File: src/rtl/pkt_stat_pkg.sv
package pkt_stat_pkg;
  localparam int NUM_GRP  = 2;
  localparam int GRP_REGS = 3;

  typedef enum logic [1:0] {
    SEQ_IDLE = 2'd0,
    SEQ_LO   = 2'd1,
    SEQ_HI   = 2'd2
  } seq_state_e;
endpackage

File: src/rtl/pkt_stat_loss.sv
module pkt_stat_loss #(
  parameter int LOSS_W = 6
) (
  input  logic              clk_i,
  input  logic              rst_ni,
  input  logic              loss_i,
  input  logic              clr_i,
  output logic [LOSS_W-1:0] cnt_o
);
  logic [LOSS_W-1:0] cnt_q;

  always_ff @(posedge clk_i or negedge rst_ni) begin
    if (!rst_ni)            cnt_q <= '0;
    else if (clr_i)         cnt_q <= LOSS_W'(loss_i);
    else if (loss_i && cnt_q != '1) cnt_q <= cnt_q + 1'b1;
  end

  assign cnt_o = cnt_q;

  assert_loss_sat_R9: assert property (@(posedge clk_i) disable iff (!rst_ni)
    (cnt_q == '1 && !clr_i) |=> cnt_q == '1);
  assert_loss_clr_R10: assert property (@(posedge clk_i) disable iff (!rst_ni)
    (clr_i && !loss_i) |=> cnt_q == '0);
  assert_loss_keep_R10: assert property (@(posedge clk_i) disable iff (!rst_ni)
    (clr_i && loss_i) |=> cnt_q == LOSS_W'(1));
endmodule

File: src/rtl/pkt_stat_group.sv
module pkt_stat_group
  import pkt_stat_pkg::*;
#(
  parameter int PKT_W = 32,
  parameter int ERR_W = 16
) (
  input  logic             clk_i,
  input  logic             rst_ni,
  input  logic             good_i,
  input  logic             bad_i,
  input  logic             rd_hit_i,
  input  logic [1:0]       rd_idx_i,
  output logic [PKT_W-1:0] pkt_cnt_o,
  output logic [ERR_W-1:0] err_cnt_o
);
  seq_state_e       state_q;
  logic [PKT_W-1:0] pkt_q, shd_pkt_q, shd_pkt_inc;
  logic [ERR_W-1:0] err_q, shd_err_q, shd_err_inc;
  logic rd_first, rd_second, rd_third;
  logic freeze_start, do_clear, do_break;

  function automatic logic [PKT_W-1:0] sat_pkt(input logic [PKT_W-1:0] a, input logic [PKT_W-1:0] b);
    logic [PKT_W:0] s;
    s = {1'b0, a} + {1'b0, b};
    return s[PKT_W] ? '1 : s[PKT_W-1:0];
  endfunction

  function automatic logic [ERR_W-1:0] sat_err(input logic [ERR_W-1:0] a, input logic [ERR_W-1:0] b);
    logic [ERR_W:0] s;
    s = {1'b0, a} + {1'b0, b};
    return s[ERR_W] ? '1 : s[ERR_W-1:0];
  endfunction

  always_comb begin
    rd_first     = rd_hit_i && rd_idx_i == 2'd0;
    rd_second    = rd_hit_i && rd_idx_i == 2'd1;
    rd_third     = rd_hit_i && rd_idx_i == 2'd2;
    freeze_start = state_q == SEQ_IDLE && rd_first;
    do_clear     = state_q == SEQ_HI && rd_third;
    // any own-group read in a frozen state that is not the next step
    do_break     = state_q != SEQ_IDLE && (rd_first || rd_second || rd_third)
                   && !(state_q == SEQ_LO && rd_second) && !do_clear;
    shd_pkt_inc  = sat_pkt(shd_pkt_q, PKT_W'(good_i));
    shd_err_inc  = sat_err(shd_err_q, ERR_W'(bad_i));
  end

  always_ff @(posedge clk_i or negedge rst_ni) begin
    if (!rst_ni) begin
      state_q   <= SEQ_IDLE;
      pkt_q     <= '0;
      err_q     <= '0;
      shd_pkt_q <= '0;
      shd_err_q <= '0;
    end else if (state_q == SEQ_IDLE) begin
      if (freeze_start) begin
        state_q   <= SEQ_LO;
        shd_pkt_q <= PKT_W'(good_i);
        shd_err_q <= ERR_W'(bad_i);
      end else begin
        pkt_q <= sat_pkt(pkt_q, PKT_W'(good_i));
        err_q <= sat_err(err_q, ERR_W'(bad_i));
      end
    end else if (do_clear) begin
      state_q   <= SEQ_IDLE;
      pkt_q     <= shd_pkt_inc;
      err_q     <= shd_err_inc;
      shd_pkt_q <= '0;
      shd_err_q <= '0;
    end else if (do_break) begin
      state_q   <= SEQ_IDLE;
      pkt_q     <= sat_pkt(pkt_q, shd_pkt_inc);
      err_q     <= sat_err(err_q, shd_err_inc);
      shd_pkt_q <= '0;
      shd_err_q <= '0;
    end else begin
      shd_pkt_q <= shd_pkt_inc;
      shd_err_q <= shd_err_inc;
      if (state_q == SEQ_LO && rd_second) state_q <= SEQ_HI;
    end
  end

  assign pkt_cnt_o = pkt_q;
  assign err_cnt_o = err_q;

  assert_frozen_hold_R4: assert property (@(posedge clk_i) disable iff (!rst_ni)
    (state_q != SEQ_IDLE && !rd_hit_i) |=> ($stable(pkt_q) && $stable(err_q)));
  assert_clear_idle_R5: assert property (@(posedge clk_i) disable iff (!rst_ni)
    (state_q == SEQ_HI && rd_third) |=> (state_q == SEQ_IDLE && shd_pkt_q == '0 && shd_err_q == '0));
  assert_idle_shadow_R6: assert property (@(posedge clk_i) disable iff (!rst_ni)
    (state_q == SEQ_IDLE) |-> (shd_pkt_q == '0 && shd_err_q == '0));
  assert_seq_isolated_R7: assert property (@(posedge clk_i) disable iff (!rst_ni)
    !rd_hit_i |=> state_q == $past(state_q));
  assert_no_wrap_R8: assert property (@(posedge clk_i) disable iff (!rst_ni)
    (pkt_q == '1 && state_q == SEQ_IDLE) |=> pkt_q == '1);
  assert_err_no_wrap_R8: assert property (@(posedge clk_i) disable iff (!rst_ni)
    (err_q == '1 && state_q == SEQ_IDLE) |=> err_q == '1);
endmodule

File: src/rtl/pkt_stat_bank.sv
module pkt_stat_bank
  import pkt_stat_pkg::*;
#(
  parameter int PKT_W    = 32,
  parameter int ERR_W    = 16,
  parameter int REG_W    = 16,
  parameter int LOSS_W   = 6,
  parameter int ADDR_W   = 4,
  parameter int LOSS_OFS = 7
) (
  input  logic              clk_i,
  input  logic              rst_ni,
  input  logic              tx_pkt_i,
  input  logic              tx_err_i,
  input  logic              rx_pkt_i,
  input  logic              rx_err_i,
  input  logic              link_loss_i,
  input  logic              rd_valid_i,
  input  logic [ADDR_W-1:0] rd_addr_i,
  output logic [REG_W-1:0]  rd_data_o
);
  localparam int LOSS_LSB = REG_W - LOSS_W;
  localparam logic [ADDR_W-1:0] LOSS_ADDR = ADDR_W'(LOSS_OFS);

  logic [NUM_GRP-1:0] evt, evt_err, grp_hit;
  logic [ADDR_W-1:0]  grp_off [NUM_GRP];
  logic [PKT_W-1:0]   grp_pkt [NUM_GRP];
  logic [ERR_W-1:0]   grp_err [NUM_GRP];
  logic [LOSS_W-1:0]  loss_cnt;
  logic               loss_hit, rd_mapped;
  logic [REG_W-1:0]   rd_data_d, rd_data_q;

  assign evt     = {rx_pkt_i, tx_pkt_i};
  assign evt_err = {rx_err_i, tx_err_i};

  for (genvar g = 0; g < NUM_GRP; g++) begin : g_grp
    localparam logic [ADDR_W-1:0] GBASE = ADDR_W'(g * GRP_REGS);
    assign grp_off[g] = rd_addr_i - GBASE;  // wraps high below base
    assign grp_hit[g] = rd_valid_i && grp_off[g] < ADDR_W'(GRP_REGS);

    pkt_stat_group #(.PKT_W(PKT_W), .ERR_W(ERR_W)) u_grp (
      .clk_i    (clk_i),
      .rst_ni   (rst_ni),
      .good_i   (evt[g] && !evt_err[g]),
      .bad_i    (evt[g] && evt_err[g]),
      .rd_hit_i (grp_hit[g]),
      .rd_idx_i (grp_off[g][1:0]),
      .pkt_cnt_o(grp_pkt[g]),
      .err_cnt_o(grp_err[g])
    );
  end

  assign loss_hit  = rd_valid_i && rd_addr_i == LOSS_ADDR;
  assign rd_mapped = (|grp_hit) || loss_hit;

  pkt_stat_loss #(.LOSS_W(LOSS_W)) u_loss (
    .clk_i (clk_i),
    .rst_ni(rst_ni),
    .loss_i(link_loss_i),
    .clr_i (loss_hit),
    .cnt_o (loss_cnt)
  );

  always_comb begin
    rd_data_d = '0;
    for (int g = 0; g < NUM_GRP; g++) begin
      if (grp_hit[g]) begin
        case (grp_off[g][1:0])
          2'd0:    rd_data_d = grp_pkt[g][REG_W-1:0];
          2'd1:    rd_data_d = grp_pkt[g][PKT_W-1 -: REG_W];
          default: rd_data_d = REG_W'(grp_err[g]);
        endcase
      end
    end
    if (loss_hit) rd_data_d = {loss_cnt, {LOSS_LSB{1'b0}}};
  end

  always_ff @(posedge clk_i or negedge rst_ni) begin
    if (!rst_ni)         rd_data_q <= '0;
    else if (rd_valid_i) rd_data_q <= rd_data_d;
  end

  assign rd_data_o = rd_data_q;

  assert_unmapped_zero_R11: assert property (@(posedge clk_i) disable iff (!rst_ni)
    (rd_valid_i && !rd_mapped) |=> rd_data_o == '0);
  assert_loss_low_zero_R9: assert property (@(posedge clk_i) disable iff (!rst_ni)
    loss_hit |=> rd_data_o[LOSS_LSB-1:0] == '0);
endmodule

File: config.mk
export PLATFORM = sky130hd
export DESIGN_NAME = pkt_stat_bank
export DESIGN_NICKNAME = d
export VERILOG_FILES = /design/src/rtl/pkt_stat_pkg.sv /design/src/rtl/pkt_stat_loss.sv /design/src/rtl/pkt_stat_group.sv /design/src/rtl/pkt_stat_bank.sv
export SDC_FILE = /design/constraint.sdc
export NUM_CORES = 1
export LEC_CHECK = 0
export CORE_UTILIZATION = 41
export CTS_BUF_LIST = sky130_fd_sc_hd__clkbuf_8
export DETAILED_ROUTE_END_ITERATION = 12
export DONT_BUFFER_PORTS = 1
export PLACE_DENSITY_LB_ADDON = 0.1
export RECOVER_POWER = 50
export SLEW_MARGIN = 25
export SYNTH_ARGS = -nofsm -noshare
export SYNTH_HDL_FRONTEND = slang
export SYNTH_HIERARCHICAL = 1
export SYNTH_SLANG_ARGS = --single-unit
export TNS_END_PERCENT = 10
File: constraint.sdc
create_clock -name clk_i -period 5.2 [get_ports clk_i]
set_input_delay 1.04 -clock clk_i [delete_from_list [all_inputs] [get_ports clk_i]]
set_output_delay 1.04 -clock clk_i [all_outputs]
set_load 0.03 [all_outputs]
==> impl_metrics.json <==
{
  "dpl.hpwl_microns": 51610,
  "slew_headroom_pct": 33.07,
  "port_buffers": 0,
  "clk_path_buf_depth": 3,
  "grt.overflow.total": 0,
  "layout-drive-gt1-share_pct": 12.54,
  "report.power.total_uw": 9346,
  "yosys_warnings": 6,
  "irDropWorstVdd_uv": 244.5,
  "area_growth_pct": 13.10,
  "cts.clk_slew.worst_paths_ns": 0.06,
  "rsz0062_at_grt": "no",
  "synth_top_flop_cell": "dfrtp_1",
  "drtAntennaViolNets": 0,
  "gp_congestion": 0.9648,
  "p_sw_share_pct": 46.94,
  "die_h_microns": 220.0,
  "pwr-share-comb_pct": 48.5,
  "synth_top_area_cell": "dfrtp_1",
  "ys_async_sr_fraction_pct": 100.0,
  "grt_antenna_before_repair": 0,
  "p_leak_uw": 0.009998,
  "violations": "DRC",
  "cp.required_ns": 5.70,
  "root_buffer": "clkbuf_8",
  "power_density_mw_per_mm2": 424.1,
  "startpoint": "g_grp[1].u_grp/shd_pkt_q[17]$_DFFE_PN0P_",
  "p_int_uw": 4959,
  "track_usage_pct": 28.73,
  "seq_area_frac_synth_pct": 28.00,
  "htree_levels": 2,
  "clk_latency_ns": 0.63,
  "synth_edf_count": 0,
  "synth_fp_nets": 2567,
  "dr.pass1.iters": 10,
  "design.portCount": 28,
  "cp-start-kind": "flip-flop",
  "drt_iter0_drc": 1961,
  "setup_viol": 0,
  "initial_core_util_pct": 41.67,
  "core_sq_mm": 0.04675,
  "p_switching_uw": 4387,
  "max_stage_delay_ns": 0.55,
  "cpLargestDelayFamily": "simple AND/OR/NAND/NOR gates",
  "cp.arrival_ns": 5.17,
  "viasPerCell": 6.286,
  "cp.buffers_inverters": 2,
  "seqPwrFrac_pct": 31.2,
  "clock_sinks": 218,
  "grt_max_degree": 219,
  "end_kind": "flip-flop",
  "cpMaxStageDelayCell": "dfrtp_1",
  "nFillCells": 4663,
  "synth_top_area_share_pct": 28.00,
  "cts_setup_buffers": 0,
  "drc": 2,
  "worstPathMaxFanout": 13,
  "final_nets": 2676,
  "final_hold_viol_count": 0,
  "syn-instance-count": 2433,
  "synth.area.top_cells": "dfrtp_1 28%, ha_1 7.6%, a21oi_1 6.0%, nand2_1 5.0%, nor2_1 4.0%",
  "hold_class": "primary input to async pin",
  "grt_pass1_wl_microns": 108700,
  "synth_cell_types": 100,
  "synth-seq-cells": 218,
  "vias": 20000,
  "crit_chain": "and4_1 > and3_1 > nor4b_1 > nand4_1 > or2_2 > buf_4 > nand2_1 > ha_1 > a211oi_1 > nor2_1 > o311ai_0 > a21o_1 > and2_1 > nand2_1 > buf_4 > a211o_1",
  "antenna_cells": 0,
  "outcome": "finished, violations left",
  "row_count": 79,
  "maxCapViolations": 0,
  "criticalPathCategory": "flip-flop to flip-flop",
  "fp.dieArea_sq_mm": 0.04839,
  "cts_buffers": 46,
  "worst_pin_slew_ns": 0.9910,
  "setup-tns-final_ns": 0,
  "finalWirelength_microns": 70030,
  "drt-wirelength-per-cell_microns": 22.01,
  "die_w_microns": 220.0,
  "max_freq_ghz": 0.2138,
  "period_needed_ns": 4.676,
  "grt_pass1_vias": 18770,
  "cts_tree": "built",
  "post-route-period-util_pct": 89.93,
  "timing.final.max_slew_violations": 0,
  "syn_avg_cell_area_sq_um": 8.008,
  "p_clk_share_pct": 20.3,
  "clock-skew-final_ns": 0.02679,
  "syn_area_sq_mm": 0.01948,
  "r2r_start": "g_grp[1].u_grp/shd_pkt_q[17]$_DFFE_PN0P_"
}
## routing by layer
metal  wire, microns  track usage, %  up-vias
met5               0               0        -
met2           31280           45.09      782
li1                -               -     9411
met4            2778           11.59        0
met1           31520           39.57     9642
met3            4446           3.906      168
## path summary, 6_finish.rpt
| path | end | cells past startpoint | slack (ns) |
|---|---|---|---|
| min in group clk_i | g_grp[0].u_grp/shd_err_q[0]$_DFFE_PN0P_ | 2 | 0.51 |
| worst max register to register | g_grp[1].u_grp/pkt_cnt_o[30]$_DFFE_PN0P_ | 16 | 0.52 |
| worst min register to register | g_grp[0].u_grp/shd_err_q[0]$_DFFE_PN0P_ | 2 | 0.51 |
| worst min-delay path | g_grp[0].u_grp/shd_pkt_q[30]$_DFFE_PN0P_ | 0 | 0.13 |
| worst max-delay path | g_grp[1].u_grp/pkt_cnt_o[30]$_DFFE_PN0P_ | 16 | 0.52 |
| max in group asynchronous | g_grp[1].u_grp/shd_err_q[12]$_DFFE_PN0P_ | 0 | 4.72 |
## cells in the mapped netlist, types with 10 or more instances
library cell  instances
nand2_1             261
a21oi_1             235
dfrtp_1             218
nor2_1              207
o21ai_0             146
ha_1                118
nand3_1             103
clkbuf_1             90
a22o_1               84
xnor2_1              80
xor2_1               68
inv_1                63
nand4_1              53
and3_1               51
a31oi_1              44
o22ai_1              44
a21o_1               41
nor3_1               40
nand2b_1             37
a211oi_1             30
a221oi_1             29
o221ai_1             22
a221o_1              19
and4_1               18
nor2b_1              16
o21a_1               16
o21ai_1              16
or3_1                16
buf_2                14
o211ai_1             14
or2_2                13
and2_1               12
o211a_1              11
o21bai_1             10
## power groups by stage
| stage | logic (uW) | registers, uW | clock network, uW |
|---|---|---|---|
| 3_3_place_gp | 4420 | 2900 | 0 |
| 6_report | 4530 | 2910 | 1900 |
| 3_5_place_dp | 4440 | 2900 | 0 |
| 4_1_cts | 4470 | 2880 | 1960 |
| 5_1_grt | 4980 | 2950 | 2020 |
| 2_1_floorplan | 3230 | 2550 | 0 |
## placed cells by master (no fill, tap or decap), types with 84 or more instances in the layout
master | netlist | final
dfrtp_1 | 218 | 218
a22o_1 | 84 | 84
ha_1 | 118 | 118
o21ai_0 | 146 | 146
nand2_1 | 261 | 261
nor2_1 | 207 | 203
buf_4 | 5 | 182
a21oi_1 | 235 | 234
nand3_1 | 103 | 103
## registers in the layout, summed over array words and instances, names as in the netlist
register               flops
u_loss/cnt_o               6
g_grp.u_grp/shd_pkt_q     64
g_grp.u_grp/shd_err_q     32
g_grp.u_grp/err_cnt_o     32
g_grp.u_grp/pkt_cnt_o     64
rd_data_o                 16
g_grp.u_grp/state_q        4
## worst reg2reg max path, stage by stage (launching register included)
cell,delay (ns)
dfrtp_1,0.55
and4_1,0.42
and3_1,0.28
nor4b_1,0.26
nand4_1,0.15
or2_2,0.34
buf_4,0.22
nand2_1,0.19
ha_1,0.27
a211oi_1,0.40
nor2_1,0.12
o311ai_0,0.35
a21o_1,0.17
and2_1,0.13
nand2_1,0.23
buf_4,0.23
a211o_1,0.24
## stage by stage
stage	std cells	cell area, sq um	utilization [%]	setup slack (ns)	hold WS (ns)
after floorplan	2433	19480	-	0.01467	0.4786
after global placement	3101	21110	45.15	-0.07933	0.4935
after detailed placement	3101	21110	45.16	-0.08100	0.5055
after CTS	3182	22030	47.11	0.5611	0.08015
after global routing	3182	22030	47.13	0.1235	0.09103
final	3182	22030	47.13	0.5238	0.1310
## kinds of logic (layout without fill, tap and decap cells)
kind of cell | Yosys count | count (layout) | synth area share (%)
multiplexers | 11 | 11 | 0.5780
AO/OA/AOI/OAI | 865 | 865 | 30.02
XOR/XNOR | 148 | 148 | 6.653
adder cells (fa/ha/maj) | 122 | 122 | 7.989
buffers and inverters | 190 | 332 | 4.239
AND/OR/NAND/NOR | 879 | 879 | 22.52
flip-flops | 218 | 218 | 28.00
## cell type report
class / instances / area [sq um] / share of cell area [%]
Clock inverter: 24 / 127.6 / 0.5792
Tap cell: 607 / 759.5 / 3.447
Clock buffer: 57 / 784.5 / 3.560
Multi-Input combinational cell: 2025 / 13230 / 60.06
Sequential cell: 218 / 5455 / 24.76
Timing Repair Buffer: 185 / 1426 / 6.473
Inverter: 66 / 247.7 / 1.124
## repair_timing
| action | in CTS | in global routing |
|---|---|---|
| hold buffers | 0 | 0 |
| endpoints found under the setup margin | 0 | 1 |
| gates resized for setup | 0 | 1 |
Power figures use the tool's default switching activity.
